File: src/rtl/perf_err_pkg.sv
package perf_err_pkg;
  localparam int DEF_N_EV    = 6;
  localparam int DEF_N_INT   = 8;
  localparam int DEF_CNT_W   = 8;
  localparam int DEF_RST_LEN = 4;
  localparam int REG_W       = 8;

  // control word bit positions (software-visible)
  localparam int CB_SRST    = 0;
  localparam int CB_ACK     = 1;
  localparam int CB_SUSP    = 2;
  localparam int CB_CCLR    = 3;
  localparam int CB_SAMP    = 4;
  localparam int CB_LOSONLY = 5;

  typedef enum logic [1:0] {
    A_CTL  = 2'd0,
    A_EN   = 2'd1,
    A_STAT = 2'd2,
    A_NONE = 2'd3
  } reg_addr_e;

  typedef struct packed {
    logic los_only;
    logic sample;
    logic cnt_clr;
    logic suspend;
  } ctl_t;

  function automatic ctl_t unpack_ctl(input logic [REG_W-1:0] w);
    ctl_t c;
    c.los_only = w[CB_LOSONLY];
    c.sample   = w[CB_SAMP];
    c.cnt_clr  = w[CB_CCLR];
    c.suspend  = w[CB_SUSP];
    return c;
  endfunction

  function automatic logic [REG_W-1:0] pack_ctl(input ctl_t c, input logic busy);
    logic [REG_W-1:0] r;
    r = '0;
    r[CB_SRST]    = busy;
    r[CB_SUSP]    = c.suspend;
    r[CB_CCLR]    = c.cnt_clr;
    r[CB_SAMP]    = c.sample;
    r[CB_LOSONLY] = c.los_only;
    return r;
  endfunction
endpackage

File: src/rtl/perf_evt_counter.sv
module perf_evt_counter #(
  parameter int W = 8
) (
  input  logic         clk,
  input  logic         rst_n,
  input  logic         clr,
  input  logic         sample_mode,
  input  logic         tick,
  input  logic         ev,
  output logic [W-1:0] live_q,
  output logic [W-1:0] rd_val
);
  localparam logic [W-1:0] TOP = '1;

  function automatic logic [W-1:0] sat_inc(input logic [W-1:0] v, input logic inc);
    return (inc && v != TOP) ? v + W'(1) : v;
  endfunction

  logic [W-1:0] hold_q;
  logic         snap;

  assign snap = sample_mode & tick;

  always_ff @(posedge clk or negedge rst_n) begin
    if (!rst_n) begin
      live_q <= '0;
      hold_q <= '0;
    end else if (clr) begin
      live_q <= '0;
      hold_q <= '0;
    end else if (snap) begin
      hold_q <= sat_inc(live_q, ev);
      live_q <= '0;
    end else begin
      live_q <= sat_inc(live_q, ev);
    end
  end

  assign rd_val = sample_mode ? hold_q : live_q;
endmodule

File: src/rtl/perf_srst_seq.sv
module perf_srst_seq #(
  parameter int LEN = 4
) (
  input  logic clk,
  input  logic rst_n,
  input  logic trig,
  output logic busy
);
  localparam int CW = $clog2(LEN + 1);

  logic [CW-1:0] left_q;

  always_ff @(posedge clk or negedge rst_n) begin
    if (!rst_n)             left_q <= '0;
    else if (trig)          left_q <= CW'(LEN);
    else if (left_q != '0)  left_q <= left_q - CW'(1);
  end

  assign busy = (left_q != '0);
endmodule

File: src/rtl/perf_irq_ctl.sv
module perf_irq_ctl #(
  parameter int N = 8
) (
  input  logic         clk,
  input  logic         rst_n,
  input  logic         clr,
  input  logic         suspend,
  input  logic [N-1:0] src,
  input  logic [N-1:0] en,
  output logic [N-1:0] status,
  output logic         irq_pull
);
  always_ff @(posedge clk or negedge rst_n) begin
    if (!rst_n)        status <= '0;
    else if (clr)      status <= '0;
    else if (!suspend) status <= status | src;
  end

  assign irq_pull = !suspend && (|(status & en));
endmodule

File: src/rtl/perf_err_ctl.sv
module perf_err_ctl
  import perf_err_pkg::*;
#(
  parameter int N_EV    = DEF_N_EV,
  parameter int N_INT   = DEF_N_INT,
  parameter int CNT_W   = DEF_CNT_W,
  parameter int RST_LEN = DEF_RST_LEN,
  parameter int SEL_W   = $clog2(N_EV)
) (
  input  logic             clk,
  input  logic             rst_n,
  input  logic [N_EV-1:0]  ev_i,
  input  logic             sec_tick,
  input  logic [N_INT-1:0] int_src,
  input  logic             los_i,
  input  logic             lof_i,
  input  logic             reg_we,
  input  logic [1:0]       reg_addr,
  input  logic [REG_W-1:0] reg_wdata,
  output logic [REG_W-1:0] reg_rdata,
  input  logic [SEL_W-1:0] cnt_sel,
  output logic [CNT_W-1:0] cnt_rdata,
  output logic             irq_pull,
  output logic             los_alarm
);
  ctl_t             ctl_q;
  logic [N_INT-1:0] en_q;
  logic [N_INT-1:0] status;
  logic             rst_busy;
  logic             wr_ctl, wr_en;
  logic             srst_trig, ack_pulse;
  logic             cnt_clear_any, status_clr;
  logic [CNT_W-1:0] rd_vals [N_EV];
  logic [N_EV*CNT_W-1:0] live_flat;

  // named internal events
  assign wr_ctl        = reg_we && (reg_addr == A_CTL) && !rst_busy;
  assign wr_en         = reg_we && (reg_addr == A_EN)  && !rst_busy;
  assign srst_trig     = wr_ctl && reg_wdata[CB_SRST];
  assign ack_pulse     = wr_ctl && reg_wdata[CB_ACK] && !reg_wdata[CB_SRST];
  assign cnt_clear_any = rst_busy || ctl_q.cnt_clr;
  assign status_clr    = rst_busy || ack_pulse;

  perf_srst_seq #(.LEN(RST_LEN)) u_srst (
    .clk  (clk),
    .rst_n(rst_n),
    .trig (srst_trig),
    .busy (rst_busy)
  );

  always_ff @(posedge clk or negedge rst_n) begin
    if (!rst_n) begin
      ctl_q <= '0;
      en_q  <= '0;
    end else if (rst_busy || srst_trig) begin
      ctl_q <= '0;
      en_q  <= '0;
    end else if (wr_ctl) begin
      ctl_q <= unpack_ctl(reg_wdata);
    end else if (wr_en) begin
      en_q  <= reg_wdata[N_INT-1:0];
    end
  end

  for (genvar g = 0; g < N_EV; g++) begin : g_cnt
    perf_evt_counter #(.W(CNT_W)) u_cnt (
      .clk        (clk),
      .rst_n      (rst_n),
      .clr        (cnt_clear_any),
      .sample_mode(ctl_q.sample),
      .tick       (sec_tick),
      .ev         (ev_i[g]),
      .live_q     (live_flat[g*CNT_W +: CNT_W]),
      .rd_val     (rd_vals[g])
    );
  end

  perf_irq_ctl #(.N(N_INT)) u_irq (
    .clk     (clk),
    .rst_n   (rst_n),
    .clr     (status_clr),
    .suspend (ctl_q.suspend),
    .src     (int_src),
    .en      (en_q),
    .status  (status),
    .irq_pull(irq_pull)
  );

  always_comb begin
    cnt_rdata = '0;
    for (int i = 0; i < N_EV; i++)
      if (cnt_sel == SEL_W'(i)) cnt_rdata = rd_vals[i];
  end

  always_comb begin
    case (reg_addr)
      A_CTL:   reg_rdata = pack_ctl(ctl_q, rst_busy);
      A_EN:    reg_rdata = REG_W'(en_q);
      A_STAT:  reg_rdata = REG_W'(status);
      default: reg_rdata = '0;
    endcase
  end

  assign los_alarm = los_i | (lof_i & ~ctl_q.los_only);
endmodule

File: config.mk
export PLATFORM = sky130hd
export DESIGN_NAME = perf_err_ctl
export DESIGN_NICKNAME = d
export VERILOG_FILES = /design/src/rtl/perf_err_pkg.sv /design/src/rtl/perf_evt_counter.sv /design/src/rtl/perf_srst_seq.sv /design/src/rtl/perf_irq_ctl.sv /design/src/rtl/perf_err_ctl.sv
export SDC_FILE = /design/constraint.sdc
export NUM_CORES = 1
export LEC_CHECK = 0
export BUFFER_PORTS_ARGS = -buffer_cell sky130_fd_sc_hd__buf_4
export CAP_MARGIN = 20
export CORE_MARGIN = 4
export CORE_UTILIZATION = 55
export CTS_CLUSTER_SIZE = 30
export DETAILED_ROUTE_END_ITERATION = 10
export PLACE_DENSITY = 0.77
export SYNTH_ARGS = -nofsm -noshare
export SYNTH_HDL_FRONTEND = slang
export SYNTH_SLANG_ARGS = --single-unit
File: constraint.sdc
create_clock -name clk -period 3 [get_ports clk]
set_input_delay 0.3 -clock clk [delete_from_list [all_inputs] [get_ports clk]]
set_output_delay 0.3 -clock clk [all_outputs]
set_load 0.01 [all_outputs]
==> impl_results.md <==
- Status: completed
- Antenna cells: 0
- Reg clk slew, reported paths: 50 ps
- CTS tree: done
- Filler cells: 881
- Hold Buf Count CTS: 1
- Async SR Flop Fraction: 100%
- Number of CTS-inserted buffers: 17
- Place WS: 885 ps
- Final-report hold violation count: 0
- Synth unique cells: 58
- Initial core utilization: 57.4%
- Root buf cell: clkbuf_16
- Worst slew margin: 46.0%
- Finished Cell Area: 7460 µm²
- MaxCap Viol Count: 0
- Largest net degree at the start of global routing: 53
- Slowest CP cell: dfrtp_2
- FF+latch count, synth: 119
- Most used DFF post-synth: dfrtp_1
- Synth area leader: dfrtp_1
- Area growth syn-to-layout: 17.3%
- H-tree levels: 4
- Slew Limit Fails: 0
- Critical path, cell by cell: buf_12, mux2i_1, nand3_1, a22o_1, buf_4
- Grt ovf: 0
- GRT Total Usage: 25.6%
- Post-Route WL: 15.8 mm
- Layout cells sized above 1: 14.9%
- WS Path Type: flip-flop to primary output
- Worst vdd ir: 0.525 mV
- Post-synth top area share: 46.8%
- Die Ht: 116 µm
- Drc violations: 0
- DRT iter0 DRCs: 509
- Post-synth top cells: 119 x dfrtp_1, 84 x nand2_1, 70 x nor2_1
- Mapped cell area: 6360 µm²
- Startpoint Class: flip-flop
- Fmax: 400 MHz
- Syn Nets: 703
- Tightest Hold Check Type: input port to flip-flop
- Cell with the most instances after synthesis: dfrtp_1
- WP data required: 2700 ps
- Final Setup Violations: 0
- Sequential area share after synthesis: 46.8%
- Die area: 13300 µm²
- CP Capture Type: primary output
- Syn_area_per_cell: 9.60 µm²
- Pwr Density: 644 nW/µm²
- Detailed Place HPWL: 10.9 mm
- Die width: 116 µm
- Post-synth EDFFs: 0
- Crit path from: ctl_q[2]
- Clock sinks: 119
- Unrepaired setup endpoints after global routing: false
- Critical Path Max Stage Delay: 580 ps
- Arr. time, crit path: 2200 ps
- Crit path max fanout: 49
- Fin nets: 748
- Setup TNS: 0 ps
- Core Region: 11100 µm²
- CTS resizes: 0
- Via count: 5367
- Placed Instance Area: 6800 µm²
- Main area contributors after synthesis: dfrtp_1 47%, mux2i_1 8.8%, nand2_1 5.0%
- Setup bufs post-CTS: 0
- Reg2reg start: u_srst.left_q[0]
- Final WS setup: 498 ps
- Via density: 6.24
- R2R depth: 7
- # IOs: 51
- Site Rows: 38
- Worst setup endpoint: cnt_rdata[3]
- First-pass GRT wire length: 26.6 mm
- WL per Instance: 18.4 µm
- Static Leak: 3.19 nW
- Routability cong.: 0.875
- Fin crit period: 2500 ps
- Clock Path Buffers: 2
- Mapped Cells: 662
- 1st-pass router iterations: 5
- Port Buffers: 50
- Vias in the first global route: 5314
- YS warnings: 0
- Ratio of final minimum period to clock period: 83.4%
- Worst Clk Skew: 12.5 ps
- Worst flop-to-flop path endpoint: g_cnt[0].u_cnt.hold_q[5]
- Initial antenna violation count: 0
- Worst skew pair latency: 430 ps
- Measured slew at the worst slew-check pin: 804 ps
- R2R Setup Slk: 1110 ps
- Post-route ant nets: 0
-- routing by layer --
layer	vias up	GRT usage [%]	share of wire, %
met3	18	6.11	5.6
li1	2483	-	-
met5	-	0	0
met4	0	9.78	1.4
met1	2682	35.2	45
met2	184	39.7	48
-- area by class of cell --
cell class,instances,area [µm²],area share [%]
repair buffers,57,455,6.11
clock inverters,7,138,1.85
flip-flops and latches,119,2980,39.9
well taps,140,175,2.35
clock buffers,25,515,6.91
multi-input cells,503,3160,42.4
inverters,9,33.8,0.453
-- worst max-delay path: cells and delay by family, from the launching register on --
kind	cells	cell delay [ps]
simple gates	1	130
flops	1	580
buf+inv	2	480
mux	1	280
compound gates	1	290
-- logic make-up after synthesis --
family / after synthesis / share of synthesized area, %
multiplexers: 64 / 10.6
XOR/XNOR: 15 / 2.07
AND/OR/NAND/NOR: 239 / 18.0
flip-flops: 119 / 46.8
buffers and inverters: 40 / 3.52
AO/OA/AOI/OAI: 177 / 17.3
adder cells (fa/ha/maj): 8 / 1.57
-- power breakdown --
part	internal (mW)	leakage, nW	switching (mW)	total, mW
sequential	1.69	1.65	0.0958	1.78
clock	1.52	0.319	0.702	2.22
combinational	0.275	1.22	0.523	0.798
-- cells in the final DEF, fill, tap and decap left out, drive strengths merged, types with 4 or more instances in the layout --
cell     count
dfrtp      119
bufinv       4
xor2        13
mux2         7
o22ai       10
nor3         4
inv          8
mux2i       56
o2111ai      4
nand2b       6
buf         56
ha           8
o21ai       89
clkbuf      25
nor2        71
a211oi       8
nand2       85
a22o        14
o211ai       8
a21oi       19
and4        12
nand4       11
nor2b       12
nand3       21
a22oi        4
o21bai       4
a31oi        5
and3         6
and2         5
-- how the worst min path moves through the flow --
stage	from	to	cells past startpoint
after global routing	int_src[4]	u_irq.status[4]	3
after CTS	int_src[3]	u_irq.status[3]	3
after detailed placement	rst_n	g_cnt[1].u_cnt.hold_q[2]	1
after floorplan	rst_n	ctl_q[0]	0
after global placement	rst_n	g_cnt[1].u_cnt.live_q[2]	1
final	reg_wdata[7]	en_q[7]	3
-- metrics by stage --
step | hold WS [ps] | cells | util (%) | total power, mW
2_1_floorplan | 4.41 | 662 | - | 2.36
3_3_place_gp | 364 | 827 | 61.3 | 2.57
3_5_place_dp | 374 | 827 | 61.3 | 2.60
4_1_cts | 111 | 860 | 67.3 | 4.82
5_1_grt | 119 | 860 | 67.3 | 5.00
6_report | 120 | 860 | 67.3 | 4.80
-- registers in the layout (all words and copies together), names as in the netlist --
register	cells
ctl_q	4
en_q	8
g_cnt.u_cnt.hold_q	48
g_cnt.u_cnt.live_q	48
u_irq.status	8
u_srst.left_q	3
(Power assumes the default switching activity.)
